--- src/rtl/alu_pkg.sv ---
package alu_pkg;

    typedef enum logic [3:0] {
        OP_SUB   = 4'd0,
        OP_AND   = 4'd1,
        OP_ADD   = 4'd2,
        OP_OR    = 4'd3,
        OP_XOR   = 4'd4,
        OP_LSR   = 4'd5,
        OP_LSL   = 4'd6,
        OP_ASR   = 4'd7,
        OP_BREV  = 4'd8,
        OP_MERGE = 4'd9
    } alu_op_e;

endpackage

--- src/rtl/alu_shift_unit.sv ---
module alu_shift_unit #(
    parameter int WIDTH = 32
) (
    input  logic [WIDTH-1:0] val_i,
    input  logic [WIDTH-1:0] dist_i,
    output logic [WIDTH-1:0] lsr_o,
    output logic             lsr_c_o,
    output logic [WIDTH-1:0] lsl_o,
    output logic             lsl_c_o,
    output logic [WIDTH-1:0] asr_o,
    output logic             asr_c_o
);
    localparam int SHW = $clog2(WIDTH);
    localparam int unsigned WI = WIDTH;
    localparam logic [WIDTH-1:0] WIDTH_V = WIDTH'(WI);

    logic [SHW-1:0]      sh;
    logic                exact;
    logic                beyond;
    logic [WIDTH:0]      r_tmp;
    logic [WIDTH:0]      l_tmp;
    logic signed [WIDTH:0] a_tmp;
    logic                sgn;

    always_comb begin
        sh     = dist_i[SHW-1:0];
        exact  = (dist_i == WIDTH_V);
        beyond = (dist_i > WIDTH_V);
        sgn    = val_i[WIDTH-1];
        r_tmp  = {val_i, 1'b0} >> sh;
        l_tmp  = {1'b0, val_i} << sh;
        a_tmp  = $signed({val_i, 1'b0}) >>> sh;

        if (beyond) begin
            lsr_o   = '0;
            lsr_c_o = 1'b0;
            lsl_o   = '0;
            lsl_c_o = 1'b0;
        end else if (exact) begin
            lsr_o   = '0;
            lsr_c_o = val_i[WIDTH-1];
            lsl_o   = '0;
            lsl_c_o = val_i[0];
        end else begin
            lsr_o   = r_tmp[WIDTH:1];
            lsr_c_o = r_tmp[0];
            lsl_o   = l_tmp[WIDTH-1:0];
            lsl_c_o = l_tmp[WIDTH];
        end

        if (beyond || exact) begin
            asr_o   = {WIDTH{sgn}};
            asr_c_o = sgn;
        end else begin
            asr_o   = a_tmp[WIDTH:1];
            asr_c_o = a_tmp[0];
        end
    end

endmodule

--- src/rtl/alu_data_unit.sv ---
module alu_data_unit #(
    parameter int WIDTH = 32
) (
    input  logic [WIDTH-1:0] a_i,
    input  logic [WIDTH-1:0] b_i,
    output logic [WIDTH-1:0] sum_o,
    output logic             sum_c_o,
    output logic [WIDTH-1:0] diff_o,
    output logic             diff_c_o,
    output logic [WIDTH-1:0] and_o,
    output logic [WIDTH-1:0] or_o,
    output logic [WIDTH-1:0] xor_o,
    output logic [WIDTH-1:0] brev_o,
    output logic [WIDTH-1:0] merge_o
);
    localparam int HALF = WIDTH / 2;

    logic [WIDTH:0] sum_ext;
    logic [WIDTH:0] diff_ext;

    always_comb begin
        sum_ext  = {1'b0, a_i} + {1'b0, b_i};
        diff_ext = {1'b0, a_i} - {1'b0, b_i};
        sum_o    = sum_ext[WIDTH-1:0];
        sum_c_o  = sum_ext[WIDTH];
        diff_o   = diff_ext[WIDTH-1:0];
        diff_c_o = diff_ext[WIDTH];
        and_o    = a_i & b_i;
        or_o     = a_i | b_i;
        xor_o    = a_i ^ b_i;
        merge_o  = {a_i[WIDTH-1:HALF], b_i[HALF-1:0]};
    end

    for (genvar k = 0; k < WIDTH; k++) begin : g_rev
        assign brev_o[k] = b_i[WIDTH-1-k];
    end

endmodule

--- src/rtl/alu_flag_unit.sv ---
module alu_flag_unit #(
    parameter int WIDTH = 32
) (
    input  logic [WIDTH-1:0] res_i,
    input  logic             carry_i,
    input  logic             sign_a_i,
    input  logic             keep_sign_i,
    input  logic             ovf_arm_i,
    output logic             z_o,
    output logic             c_o,
    output logic             n_o,
    output logic             v_o
);
    logic top;
    logic flipped;

    always_comb begin
        top     = res_i[WIDTH-1];
        flipped = (sign_a_i != top);
        z_o     = (res_i == '0);
        c_o     = carry_i;
        n_o     = top ^ (keep_sign_i & flipped);
        v_o     = ovf_arm_i & flipped;
    end

endmodule

--- src/rtl/alu_core.sv ---
module alu_core #(
    parameter int WIDTH = 32
) (
    input  logic             clk,
    input  logic             rst,
    input  logic             ce,
    input  logic [3:0]       op,
    input  logic [WIDTH-1:0] a,
    input  logic [WIDTH-1:0] b,
    output logic [WIDTH-1:0] result,
    output logic             flag_z,
    output logic             flag_c,
    output logic             flag_n,
    output logic             flag_v
);
    import alu_pkg::*;

    typedef struct packed {
        logic [WIDTH-1:0] res;
        logic             carry;
        logic             sign_a;
        logic             keep_sign;
        logic             ovf_arm;
    } alu_state_t;

    alu_state_t st_d, st_q;

    logic [WIDTH-1:0] sum_w, diff_w, and_w, or_w, xor_w, brev_w, merge_w;
    logic [WIDTH-1:0] lsr_w, lsl_w, asr_w;
    logic             sum_c_w, diff_c_w, lsr_c_w, lsl_c_w, asr_c_w;
    logic             sgn_a, sgn_b;

    alu_data_unit #(.WIDTH(WIDTH)) u_data (
        .a_i      (a),
        .b_i      (b),
        .sum_o    (sum_w),
        .sum_c_o  (sum_c_w),
        .diff_o   (diff_w),
        .diff_c_o (diff_c_w),
        .and_o    (and_w),
        .or_o     (or_w),
        .xor_o    (xor_w),
        .brev_o   (brev_w),
        .merge_o  (merge_w)
    );

    alu_shift_unit #(.WIDTH(WIDTH)) u_shift (
        .val_i   (a),
        .dist_i  (b),
        .lsr_o   (lsr_w),
        .lsr_c_o (lsr_c_w),
        .lsl_o   (lsl_w),
        .lsl_c_o (lsl_c_w),
        .asr_o   (asr_w),
        .asr_c_o (asr_c_w)
    );

    always_comb begin
        st_d  = st_q;
        sgn_a = a[WIDTH-1];
        sgn_b = b[WIDTH-1];
        if (rst) begin
            st_d = '0;
        end else if (ce) begin
            st_d.carry     = 1'b0;
            st_d.sign_a    = sgn_a;
            st_d.keep_sign = ((op == OP_SUB) && (sgn_a != sgn_b)) ||
                             ((op == OP_ADD) && (sgn_a == sgn_b));
            st_d.ovf_arm   = ((op == OP_SUB) && (sgn_a != sgn_b)) ||
                             ((op == OP_ADD) && (sgn_a == sgn_b)) ||
                             (op == OP_LSR) || (op == OP_LSL);
            case (op)
                OP_SUB:   begin st_d.res = diff_w; st_d.carry = diff_c_w; end
                OP_AND:   st_d.res = and_w;
                OP_ADD:   begin st_d.res = sum_w;  st_d.carry = sum_c_w;  end
                OP_OR:    st_d.res = or_w;
                OP_XOR:   st_d.res = xor_w;
                OP_LSR:   begin st_d.res = lsr_w;  st_d.carry = lsr_c_w;  end
                OP_LSL:   begin st_d.res = lsl_w;  st_d.carry = lsl_c_w;  end
                OP_ASR:   begin st_d.res = asr_w;  st_d.carry = asr_c_w;  end
                OP_BREV:  st_d.res = brev_w;
                OP_MERGE: st_d.res = merge_w;
                default:  st_d.res = b;
            endcase
        end
    end

    always_ff @(posedge clk) begin
        st_q <= st_d;
    end

    assign result = st_q.res;

    alu_flag_unit #(.WIDTH(WIDTH)) u_flags (
        .res_i       (st_q.res),
        .carry_i     (st_q.carry),
        .sign_a_i    (st_q.sign_a),
        .keep_sign_i (st_q.keep_sign),
        .ovf_arm_i   (st_q.ovf_arm),
        .z_o         (flag_z),
        .c_o         (flag_c),
        .n_o         (flag_n),
        .v_o         (flag_v)
    );

endmodule

--- config.mk ---
export PLATFORM = sky130hd
export DESIGN_NAME = alu_core
export DESIGN_NICKNAME = d
export VERILOG_FILES = /design/src/rtl/alu_pkg.sv /design/src/rtl/alu_shift_unit.sv /design/src/rtl/alu_data_unit.sv /design/src/rtl/alu_flag_unit.sv /design/src/rtl/alu_core.sv
export SDC_FILE = /design/constraint.sdc
export NUM_CORES = 1
export LEC_CHECK = 0
export BUFFER_PORTS_ARGS = -buffer_cell sky130_fd_sc_hd__buf_2
export CAP_MARGIN = 20
export CORE_MARGIN = 5
export CORE_UTILIZATION = 25
export CTS_CLUSTER_DIAMETER = 40
export DETAILED_ROUTE_END_ITERATION = 10
export PLACE_DENSITY_LB_ADDON = 0.3
export SYNTH_ARGS = -nofsm -noshare
export SYNTH_HDL_FRONTEND = slang
export SYNTH_SLANG_ARGS = --single-unit
--- constraint.sdc ---
create_clock -name clk -period 6.9 [get_ports clk]
set_input_delay 1.38 -clock clk [delete_from_list [all_inputs] [get_ports clk]]
set_output_delay 1.38 -clock clk [all_outputs]
set_load 0.01 [all_outputs]
==> flow_summary.json <==
{
  "via_per_inst": 6.37,
  "finalWorstPathRequiredPeriod_ns": 5.20,
  "clock_path_buffers": 2,
  "clkTransAtPathRegs_ns": 0.06,
  "synth_warnings": 0,
  "yosysUniqueCellTypes": 88,
  "endpoint_kind": "register",
  "status": "complete, no violations",
  "place_hpwl_um": 50500,
  "slowest_stage": "o31ai_2",
  "hold_buffers": 0,
  "setup_viol": 0,
  "cts_resized": 0,
  "synth-seq-cells": 36,
  "cts_tree": "built",
  "layout_commonest_cell": "nand2_1",
  "final_cell_mix": "nand2_1, nor2_1, a21oi_1",
  "portBuffers": 106,
  "synthTopCellsByArea": "ha_1, a21oi_1, mux4_2",
  "drtIter0Drc": 2080,
  "cts_sinks": 36,
  "multiInputGateArea_mm2": 0.00989,
  "path_cells": "buf_4 -> inv_1 -> ha_1 -> a21o_1 -> nand2_1 -> o21a_1 -> o21a_1 -> o31ai_2 -> a21oi_1 -> o21ai_0 -> mux2i_1 -> o211ai_1 -> a32o_1",
  "yosys.area.top_type": "ha_1",
  "register_area_um2": 721,
  "firstDrtPassIters": 8,
  "cts_buffers": 5,
  "netlist_area_mm2": 0.0116,
  "fmax_ghz": 0.192,
  "critPathBufInv": 2,
  "antenna_found_initial": 1,
  "fp-row-count": 78,
  "crit_required_ns": 7.10,
  "drc": 0,
  "ant_nets": 0,
  "ios": 107,
  "dp_cells": 2301,
  "drt-total-wl_um": 66500,
  "seq_area_frac_synth": 0.0622,
  "p_leak_nw": 5.05,
  "timing.final.crit_share": 0.754,
  "final_cell_count_no_fill": 2310,
  "dieWidth_um": 225,
  "grt_pass1_wl_um": 95500,
  "ir_drop_uv": 79.4,
  "core_mm2": 0.0456,
  "finalClockSkew_ns": 0,
  "track_usage": 0.249,
  "clock_latency_ns": 0.31,
  "synthArstFlopShare": 0,
  "slew_violations": 0,
  "synth-edff-count": 0,
  "gr-total-overflow": 0,
  "die_height_um": 225,
  "layout-drive-gt1-share": 0.132,
  "max_slew_margin": 0.330,
  "grt_max_degree": 64,
  "crit_path_max_incr_delay_ns": 0.59,
  "synth_nets": 1888,
  "fp.dieArea_mm2": 0.0507,
  "rsz0062_at_grt": "no",
  "start_util": 0.254,
  "nFillCells": 5094,
  "synth_top_area_frac": 0.106,
  "place_congestion": 1.02,
  "cp_top_family": "compound AO/OA/AOI/OAI gates",
  "maxCapViolCount": 0,
  "postCtsSetupBuffers": 0,
  "vias": 14723,
  "avgSynthCellArea_um2": 6.75,
  "synthCells": 1717,
  "crit_path_max_fanout": 57,
  "worst_pin_slew_ns": 1.00,
  "cp-start-kind": "input pin",
  "wl_per_cell_um": 28.8,
  "crit_path_frequent_cell": "o21a_1",
  "hold_class": "reg2reg",
  "syn2layout_area_growth_pct": 9.21,
  "critPathArrivalTime_ns": 5.40,
  "finalHoldViolCount": 0,
  "path_class": "in2reg",
  "layout.nets": 1879,
  "grt_pass1_vias": 13684,
  "ys.flop_type": "dfxtp_1",
  "power.density_mw_per_mm2": 122,
  "fin_setup_tns_ns": 0,
  "cts_max_level": 2,
  "cts-root-buf": "clkbuf_16"
}
## where the power goes
| group | internal (mW) | total [mW] | switching [mW] |
|---|---|---|---|
| clock | 0.191 | 0.312 | 0.120 |
| sequential | 0.225 | 0.246 | 0.0210 |
| combinational | 0.314 | 0.985 | 0.671 |
| total | 0.730 | 1.54 | 0.813 |
## synth_stat cells (16+ instances only)
cell type,number
buf_1,19
nand2_1,189
nor3_1,42
nand2b_1,18
inv_1,96
ha_1,98
mux4_2,34
a31oi_1,17
o21ai_0,125
o211ai_1,29
nand3_1,37
clkbuf_1,97
dfxtp_1,36
a22oi_1,19
o31ai_1,16
mux2i_1,63
o21bai_1,16
a21oi_1,166
a221oi_1,28
buf_2,23
a211oi_1,45
o22ai_1,16
nor4_1,21
a21o_1,17
nor2_1,186
## tightest hold or removal path, delay by kind of cell, from the launching register on
family / cells / cell delay, ns
AOI/OAI and AO/OA: 1 / 0.05
and+or+nand+nor: 1 / 0.06
DFF: 1 / 0.30
## routing by layer
layer  wire, um  up-vias  track usage
met4       3860        0        0.115
met3       6460      191       0.0496
met1      27800     7139        0.340
met2      28400      931        0.377
li1           -     6462            -
met5          0        -            0
## registers in the layout, indices dropped and copies added (netlist names)
| signal | flops |
|---|---|
| result | 32 |
| st_q | 4 |
## cell families (layout without fill, tap and decap cells)
| logic type | after synthesis | count (layout) | synth area share |
|---|---|---|---|
| fa+ha+maj | 100 | 100 | 0.109 |
| simple gates | 578 | 578 | 0.233 |
| mux | 112 | 112 | 0.135 |
| xor+xnor | 5 | 5 | 0.00378 |
| other cells | 0 | 1 | 0 |
| compound gates | 639 | 639 | 0.369 |
| flops | 36 | 36 | 0.0622 |
| buf+inv | 247 | 239 | 0.0871 |
## metrics by stage
stage / hold slack, ns / total power, mW / util / setup WS, ns / instance area (um2)
6_report: 0.459 / 1.54 / 0.278 / 1.70 / 12700
2_1_floorplan: 0.441 / 0.843 / - / 2.22 / 11600
3_3_place_gp: 0.453 / 1.20 / 0.274 / 1.58 / 12500
4_1_cts: 0.465 / 1.51 / 0.278 / 1.79 / 12600
5_1_grt: 0.483 / 1.61 / 0.278 / 1.43 / 12600
3_5_place_dp: 0.457 / 1.20 / 0.274 / 1.46 / 12500
## final timing paths
kind | to | cells past startpoint | slack [ns] | from
worst min-delay path | st_q[0] | 2 | 0.46 | st_q[0]
worst max register to register | result[28] | 8 | 4.83 | result[28]
worst min register to register | st_q[0] | 2 | 0.46 | st_q[0]
worst max-delay path | result[25] | 13 | 1.70 | b[1]
## layout make-up
| type | count | share of cell area |
|---|---|---|
| diodes | 1 | 0.000198 |
| clock buffers | 7 | 0.0121 |
| clock inverters | 1 | 0.00237 |
| inverters | 99 | 0.0294 |
| multi-input cells | 1434 | 0.782 |
| flip-flops and latches | 36 | 0.0570 |
| well taps | 600 | 0.0593 |
| repair buffers | 132 | 0.0578 |
Note: power is estimated with default switching activity, not from simulation.
